`src/rtl/cfgbank_pkg.sv`:
```
package cfgbank_pkg;

    localparam int WORD_W = 32;
    localparam int HALF_W = WORD_W / 2;

    typedef logic [HALF_W-1:0] half_t;

    // A write word split into its enable half and its data half.
    typedef struct packed {
        half_t mask;
        half_t val;
    } wr_word_t;

    typedef struct packed {
        half_t val;
    } cell_state_t;

    typedef struct packed {
        logic [WORD_W-1:0] data;
    } rd_state_t;

endpackage

```
`src/rtl/cfgbank_addr_dec.sv`:
```
module cfgbank_addr_dec #(
    parameter int NUM_REGS = 8,
    parameter int ADDR_W   = 8
) (
    input  logic [ADDR_W-1:0]   addr,
    output logic [NUM_REGS-1:0] sel,
    output logic                hit
);
    localparam int IDX_W = ADDR_W - 2;

    logic [IDX_W-1:0] idx;
    logic             aligned;

    assign idx     = addr[ADDR_W-1:2];
    assign aligned = (addr[1:0] == 2'b00);
    assign hit     = aligned && (int'(idx) < NUM_REGS);

    for (genvar k = 0; k < NUM_REGS; k++) begin : g_sel
        assign sel[k] = hit && (idx == IDX_W'(k));
    end

endmodule

```
`src/rtl/cfgbank_cell.sv`:
```
module cfgbank_cell
    import cfgbank_pkg::*;
(
    input  logic     clk,
    input  logic     rst,
    input  logic     we,
    input  wr_word_t wr,
    output half_t    val
);
    cell_state_t st_d, st_q;

    always_comb begin
        st_d = st_q;
        if (we) begin
            st_d.val = (st_q.val & ~wr.mask) | (wr.val & wr.mask);
        end
    end

    always_ff @(posedge clk) begin
        if (rst) begin
            st_q <= '0;
        end else begin
            st_q <= st_d;
        end
    end

    assign val = st_q.val;

    // bits without an enable keep their old value
    a_r2_unmasked_keep: assert property (@(posedge clk) disable iff (rst)
        we |=> (((val ^ $past(val)) & ~$past(wr.mask)) == '0));

    // bits with an enable take the written value
    a_r2_masked_take: assert property (@(posedge clk) disable iff (rst)
        we |=> (((val ^ $past(wr.val)) & $past(wr.mask)) == '0));

    // a register not selected holds
    a_r4_idle_hold: assert property (@(posedge clk) disable iff (rst)
        !we |=> $stable(val));

endmodule

```
`src/rtl/cfgbank_rdport.sv`:
```
module cfgbank_rdport
    import cfgbank_pkg::*;
#(
    parameter int NUM_REGS = 8
) (
    input  logic                       clk,
    input  logic                       rst,
    input  logic                       rd_en,
    input  logic [NUM_REGS-1:0]        sel,
    input  logic [NUM_REGS*HALF_W-1:0] flat,
    output logic [WORD_W-1:0]          rdata
);
    rd_state_t st_d, st_q;
    half_t     pick;

    always_comb begin
        pick = '0;
        for (int k = 0; k < NUM_REGS; k++) begin
            if (sel[k]) begin
                pick = pick | flat[k*HALF_W +: HALF_W];
            end
        end
        st_d = st_q;
        if (rd_en) begin
            st_d.data = {{HALF_W{1'b0}}, pick};
        end
    end

    always_ff @(posedge clk) begin
        if (rst) begin
            st_q <= '0;
        end else begin
            st_q <= st_d;
        end
    end

    assign rdata = st_q.data;

    // read data holds without a read strobe
    a_r6_hold: assert property (@(posedge clk) disable iff (rst)
        !rd_en |=> $stable(rdata));

    // mask half never shows on reads
    a_r6_upper_zero: assert property (@(posedge clk) disable iff (rst)
        rdata[WORD_W-1:HALF_W] == '0);

endmodule

```
`src/rtl/cfgbank_top.sv`:
```
module cfgbank_top
    import cfgbank_pkg::*;
#(
    parameter int NUM_REGS = 8,
    parameter int ADDR_W   = 8
) (
    input  logic                       clk,
    input  logic                       rst,
    input  logic [ADDR_W-1:0]          addr,
    input  logic [WORD_W-1:0]          wdata,
    input  logic                       wr_en,
    input  logic                       rd_en,
    output logic [WORD_W-1:0]          rdata,
    output logic [NUM_REGS*HALF_W-1:0] cfg_flat
);
    logic [NUM_REGS-1:0] sel;
    logic                hit;
    wr_word_t            wr;

    assign wr = wr_word_t'(wdata);

    cfgbank_addr_dec #(
        .NUM_REGS (NUM_REGS),
        .ADDR_W   (ADDR_W)
    ) u_dec (
        .addr (addr),
        .sel  (sel),
        .hit  (hit)
    );

    for (genvar k = 0; k < NUM_REGS; k++) begin : g_cell
        cfgbank_cell u_cell (
            .clk (clk),
            .rst (rst),
            .we  (wr_en && sel[k]),
            .wr  (wr),
            .val (cfg_flat[k*HALF_W +: HALF_W])
        );
    end

    cfgbank_rdport #(
        .NUM_REGS (NUM_REGS)
    ) u_rd (
        .clk   (clk),
        .rst   (rst),
        .rd_en (rd_en),
        .sel   (sel),
        .flat  (cfg_flat),
        .rdata (rdata)
    );

    // Checking state: reset seen on the previous edge.
    logic rst_seen_q;
    always_ff @(posedge clk) begin
        rst_seen_q <= rst;
    end

    // one edge of reset leaves everything clear
    always_comb begin
        if (rst_seen_q == 1'b1) begin
            a_r1_reset_clear: assert (cfg_flat == '0 && rdata == '0);
        end
    end

    // a write that misses the bank changes nothing
    a_r5_miss_ignored: assert property (@(posedge clk) disable iff (rst)
        (wr_en && !hit) |=> $stable(cfg_flat));

    // an all-zero enable half changes nothing
    a_r3_empty_mask: assert property (@(posedge clk) disable iff (rst)
        (wr_en && wdata[WORD_W-1:HALF_W] == '0) |=> $stable(cfg_flat));

    // at most one register selected
    a_r4_single_sel: assert property (@(posedge clk) disable iff (rst)
        $onehot0(sel));

endmodule

```
`config.mk`:
```
export PLATFORM = sky130hd
export DESIGN_NAME = cfgbank_top
export DESIGN_NICKNAME = d
export VERILOG_FILES = /design/src/rtl/cfgbank_pkg.sv /design/src/rtl/cfgbank_addr_dec.sv /design/src/rtl/cfgbank_cell.sv /design/src/rtl/cfgbank_rdport.sv /design/src/rtl/cfgbank_top.sv
export SDC_FILE = /design/constraint.sdc
export NUM_CORES = 1
export LEC_CHECK = 0
export CAP_MARGIN = 30
export CORE_ASPECT_RATIO = 0.75
export CORE_MARGIN = 2
export CORE_UTILIZATION = 50
export DETAILED_ROUTE_END_ITERATION = 6
export PLACE_DENSITY = 0.86
export RECOVER_POWER = 50
export SLEW_MARGIN = 15
export SYNTH_ARGS = -nofsm -noshare
export SYNTH_HDL_FRONTEND = slang
export SYNTH_SLANG_ARGS = --single-unit
```
`constraint.sdc`:
```
create_clock -name clk -period 4.15 [get_ports clk]
set_clock_uncertainty 0.1 [all_clocks]
set_input_delay 0.83 -clock clk [delete_from_list [all_inputs] [get_ports clk]]
set_output_delay 0.83 -clock clk [all_outputs]
set_load 0.02 [all_outputs]
```
== Word-level counts from Yosys, hierarchy flattened ==
Index checks and enable logic that the tools add are counted.
W data, S select, Z words.

* Bits in read-only memories: 0
* Bits in registers: 144
* RAM bits: 0
* Memories kept: 0
* Logic and storage cells: 69
* Latch bits: 0

* Equality and inequality tests: 7
* Reduce and logical (&&, ||, !) cells: 19
* Bitwise gates (word level): 25
* Div/mod/pow operators: 0
* Shift operators: 0
* Multiply operators: 0
* Add/sub/neg operators: 0
* Multiplexer cells: 8
* $lt $le $gt $ge: 1

{| class="wikitable"
|+ Operator list
! cell !! count
|-
| $or A16 B16 Y16 || 15
|-
| $and A16 B16 Y16 || 9
|-
| $mux W16 || 8
|-
| $eq A6 B3 Y1 const B || 4
|-
| $logic_and A1 B1 Y1 || 17
|-
| $not A16 Y16 || 1
|-
| $eq A6 B2 Y1 const B || 2
|-
| $eq A6 B1 Y1 const B || 1
|-
| $logic_not A6 Y1 || 1
|-
| $lt A6 B4 Y1 const B || 1
|-
| $logic_not A2 Y1 || 1
|}

== Longest topological paths before layout ==
* Depth in word-level cells: 18
* Gate-level depth with buffers: 7

== Modules after synthesis ==
From an unflattened synthesis, not the netlist that was laid out.

* Cells, all modules: 726
* Area, all modules: 7,255.7 µm²

{| class="wikitable"
|+ By module, submodules not included
! module !! cells each !! times used !! area each (µm²)
|-
| cfgbank_cell || 69 || 8 || 710.7
|-
| cfgbank_rdport || 151 || 1 || 1,400.1
|-
| cfgbank_addr_dec || 15 || 1 || 120.1
|-
| cfgbank_top || 8 || 1 || 50.0
|}

== Worst setup path before layout ==
Ideal clock, no wire load.

* Kind: input to register
* Start: in addr[7]
* End: reg (tool-made name)
* Arrival: 2.345 ns
* Stages on the path: 6
* Path slack: 1.572 ns
* Path buffers: 2
* Cell sequence: or4_4 > or4b_1 > clkbuf_1 > clkbuf_2 > o21ai_0 > a21oi_1

{| class="wikitable"
|+ RTL lines
! element !! RTL line !! RTL
|-
| start: declaration || cfgbank_top.sv:9 || <nowiki>input logic [ADDR_W-1:0] addr,</nowiki>
|}

==> impl_metrics.tcl <==
set metrics [dict create \
    ys_top_cells_by_area "dfxtp_1 (39%), mux2i_1 (13%), nand2b_1 (6.8%), mux4_2 (6.2%), nand3_1 (3.6%)" \
    ys.flop_type "dfxtp_1" \
    ant_nets 0 \
    synth_edf_count 0 \
    rsz0062_at_grt "no" \
    cts_setup_buffers 0 \
    cts_resized 0 \
    drive_above_1_share_pct 10.36 \
    drt_first_iter_violations 881 \
    yosys.area.top_type "dfxtp_1" \
    ys_types 48 \
    layout.nets 988 \
    place_ws_ns 0.5104 \
    slew_headroom_pct 38.00 \
    slowest_stage "or4b_1" \
    layout_setup_ws_ns 0.9156 \
    netSwitchingFraction_pct 23.95 \
    synth_warnings 0 \
    grt_pass1_vias 6690 \
    synth_area_mm2 0.007316 \
    core_area_mm2 0.01436 \
    cp-start-kind "input pin" \
    clkSlewWorstSetupHoldPaths_ns 0.06 \
    wire_per_inst_um 20.57 \
    cts_tree "yes" \
    maxSlewViolCount 0 \
    path_class "input pin to flop" \
    die_w_um 143.7 \
    clkPwrFrac_pct 48.5 \
    p_switching_uw 758.7 \
    dieArea_mm2 0.01563 \
    seqPwrFrac_pct 43.7 \
    p_leak_nw 4.120 \
    cp_cell_sequence "clkdlybuf4s50_1, or4_4, or4b_1, o21ai_0, a21oi_1" \
    io_pins 204 \
    setup-tns-final_ns 0 \
    fin_crit_ns 3.234 \
    comb_power_share_pct 7.8 \
    nFillCells 1113 \
    initial_core_util_pct 50.95 \
    intPower_mw 2.409 \
    ys_seq_area_share_pct 39.40 \
    syn_area_per_cell_um2 9.331 \
    grt_usage_pct 30.44 \
    cp_slowest_stage_delay_ns 0.89 \
    worst_ep_required_time_ns 4.33 \
    worst_slew_pin_slew_ns 0.9300 \
    endpoint_kind "flop" \
    finalCritPeriodShare_pct 77.94 \
    total_power_mw 3.167 \
    cts_root_buf "clkbuf_16" \
    peakVddDrop_uv 338.8 \
    setup_viol 0 \
    powerDensity_mw_per_mm2 323.3 \
    grt_pass1_wl_mm 36.71 \
    num_vias 7018 \
    row_count 38 \
    gp_congestion 0.8751 \
    drt_first_pass_iters 5 \
    critical_path_arrival_ns 3.41 \
    diodes 0 \
    die-height_um 108.8 \
    wl_mm 23.78 \
    ctsLongestPathBuffers 2 \
    cts.sink_count 144 \
    grt_remaining_overflow 0 \
    fmax_mhz 309.2 \
    io_buffers 187 \
    stdcell_count 1156 \
    dp.cells 1125 \
    grt_max_degree 70 \
    timing_hold_violations_final 0 \
    min_path_type "flop to flop" \
    crit_fanout 40 \
    dp_hpwl_mm 16.12 \
    syn_inst 784 \
    ys_async_sr_fraction_pct 0 \
    synth_top_cell_area_share_pct 39.40 \
    htree_levels 4 \
    hold_buffers 0 \
    cap_violations 0 \
    synth_seq_cells 144 \
    antenna_found_initial 0 \
    clk_latency_ns 0.41 \
    status "finished, final reports clean" \
    cts-buffers-inserted 17 \
    viasPerCell 6.071 \
    syn_to_final_growth_pct 33.90 \
    drc_errors 0 \
]
==> metrics by stage <==
stage / area (µm²) / hold slack (ns) / util, %
floorplan: 7372 / 0.4377 / -
global placement: 9203 / 0.3360 / 64.09
detailed placement: 9205 / 0.3433 / 64.11
CTS: 9796 / 0.3567 / 68.22
global route: 9796 / 0.3865 / 68.22
finish: 9796 / 0.3506 / 68.22
==> kinds of logic after synthesis <==
logic type	count (synthesis)	share of synthesized area [%]
AND/OR/NAND/NOR	306	24.00
flip-flops	144	39.40
AO/OA/AOI/OAI	125	10.21
multiplexers	123	20.35
buffers and inverters	85	5.986
other	1	0.05126
==> routing by layer <==
metal	global-route usage (%)	wire [µm]	up-vias
met4	10.85	512	0
met1	42.47	9961	3346
met3	6.939	2556	56
li1	-	-	3139
met5	0	0	-
met2	46.50	10750	477
==> layout make-up <==
type / instances / area [µm²] / area share, %
clock buffer: 21 / 480.5 / 4.905
clock inverter: 10 / 110.1 / 1.124
inverter: 3 / 11.26 / 0.1150
multi-input combinational: 570 / 4054 / 41.38
sequential: 144 / 2883 / 29.43
tap: 200 / 250.2 / 2.555
timing repair buffer: 208 / 2007 / 20.49
==> path summary, 6_finish.rpt <==
path	from	endpoint	slack (ns)	cells past startpoint
max	addr[7]	flop	0.92	5
min	u_rd.rdata[5]	u_rd.rdata[5]	0.35	2
max reg2reg	flop	u_rd.rdata[10]	2.60	4
min reg2reg	u_rd.rdata[5]	u_rd.rdata[5]	0.35	2
==> worst max-delay path, delay by kind of cell <==
| family | cells | cell delay (ns) |
|---|---|---|
| AND/OR/NAND/NOR | 2 | 1.71 |
| AO/OA/AOI/OAI | 2 | 0.43 |
| buffers and inverters | 1 | 0.42 |
==> Yosys cell counts, types with 3 or more instances <==
| cell | number |
|---|---|
| buf_1 | 6 |
| and2_1 | 6 |
| buf_6 | 4 |
| nor3_1 | 3 |
| nor4_1 | 22 |
| buf_2 | 12 |
| nand2_1 | 61 |
| nand3_2 | 4 |
| buf_4 | 19 |
| nand3b_1 | 3 |
| nand3_1 | 52 |
| dfxtp_1 | 144 |
| nand4_1 | 22 |
| a22oi_1 | 4 |
| a221o_1 | 7 |
| a221oi_1 | 5 |
| nor2b_1 | 7 |
| nor4b_4 | 4 |
| a21oi_1 | 42 |
| o41ai_1 | 5 |
| nor2_1 | 31 |
| mux2i_1 | 97 |
| mux4_2 | 20 |
| or3_1 | 3 |
| mux2_2 | 6 |
| nand2b_1 | 80 |
| clkbuf_1 | 39 |
| o21ai_0 | 49 |
==> power groups by stage <==
stage                     sequential (mW)  combinational [mW]  clock, mW
after detailed placement             1.41               0.239          0
after global routing                 1.38               0.260       1.60
final                                1.38               0.247       1.54
after CTS                            1.38               0.241       1.54
after floorplan                      1.42               0.151          0
after global placement               1.41               0.237          0
==> placed cells by master, fill, tap and decap left out, drive strengths merged, types with 2 or more instances in the layout <==
| cell type | instances |
|---|---|
| a21oi | 42 |
| a221o | 7 |
| a221oi | 5 |
| a22oi | 4 |
| a31oi | 2 |
| and2 | 6 |
| buf | 26 |
| bufinv | 2 |
| clkbuf | 21 |
| clkdlybuf4s50 | 38 |
| clkinv | 4 |
| clkinvlp | 4 |
| conb | 16 |
| dfxtp | 144 |
| dlygate4sd3 | 144 |
| inv | 3 |
| mux2 | 6 |
| mux2i | 97 |
| mux4 | 20 |
| nand2 | 61 |
| nand2b | 80 |
| nand3 | 56 |
| nand3b | 3 |
| nand4 | 22 |
| nor2 | 31 |
| nor2b | 7 |
| nor3 | 5 |
| nor4 | 24 |
| nor4b | 4 |
| o21ai | 50 |
| o21bai | 2 |
| o41ai | 5 |
| or3 | 3 |
| or4b | 2 |
Power figures use the tool's default switching activity.
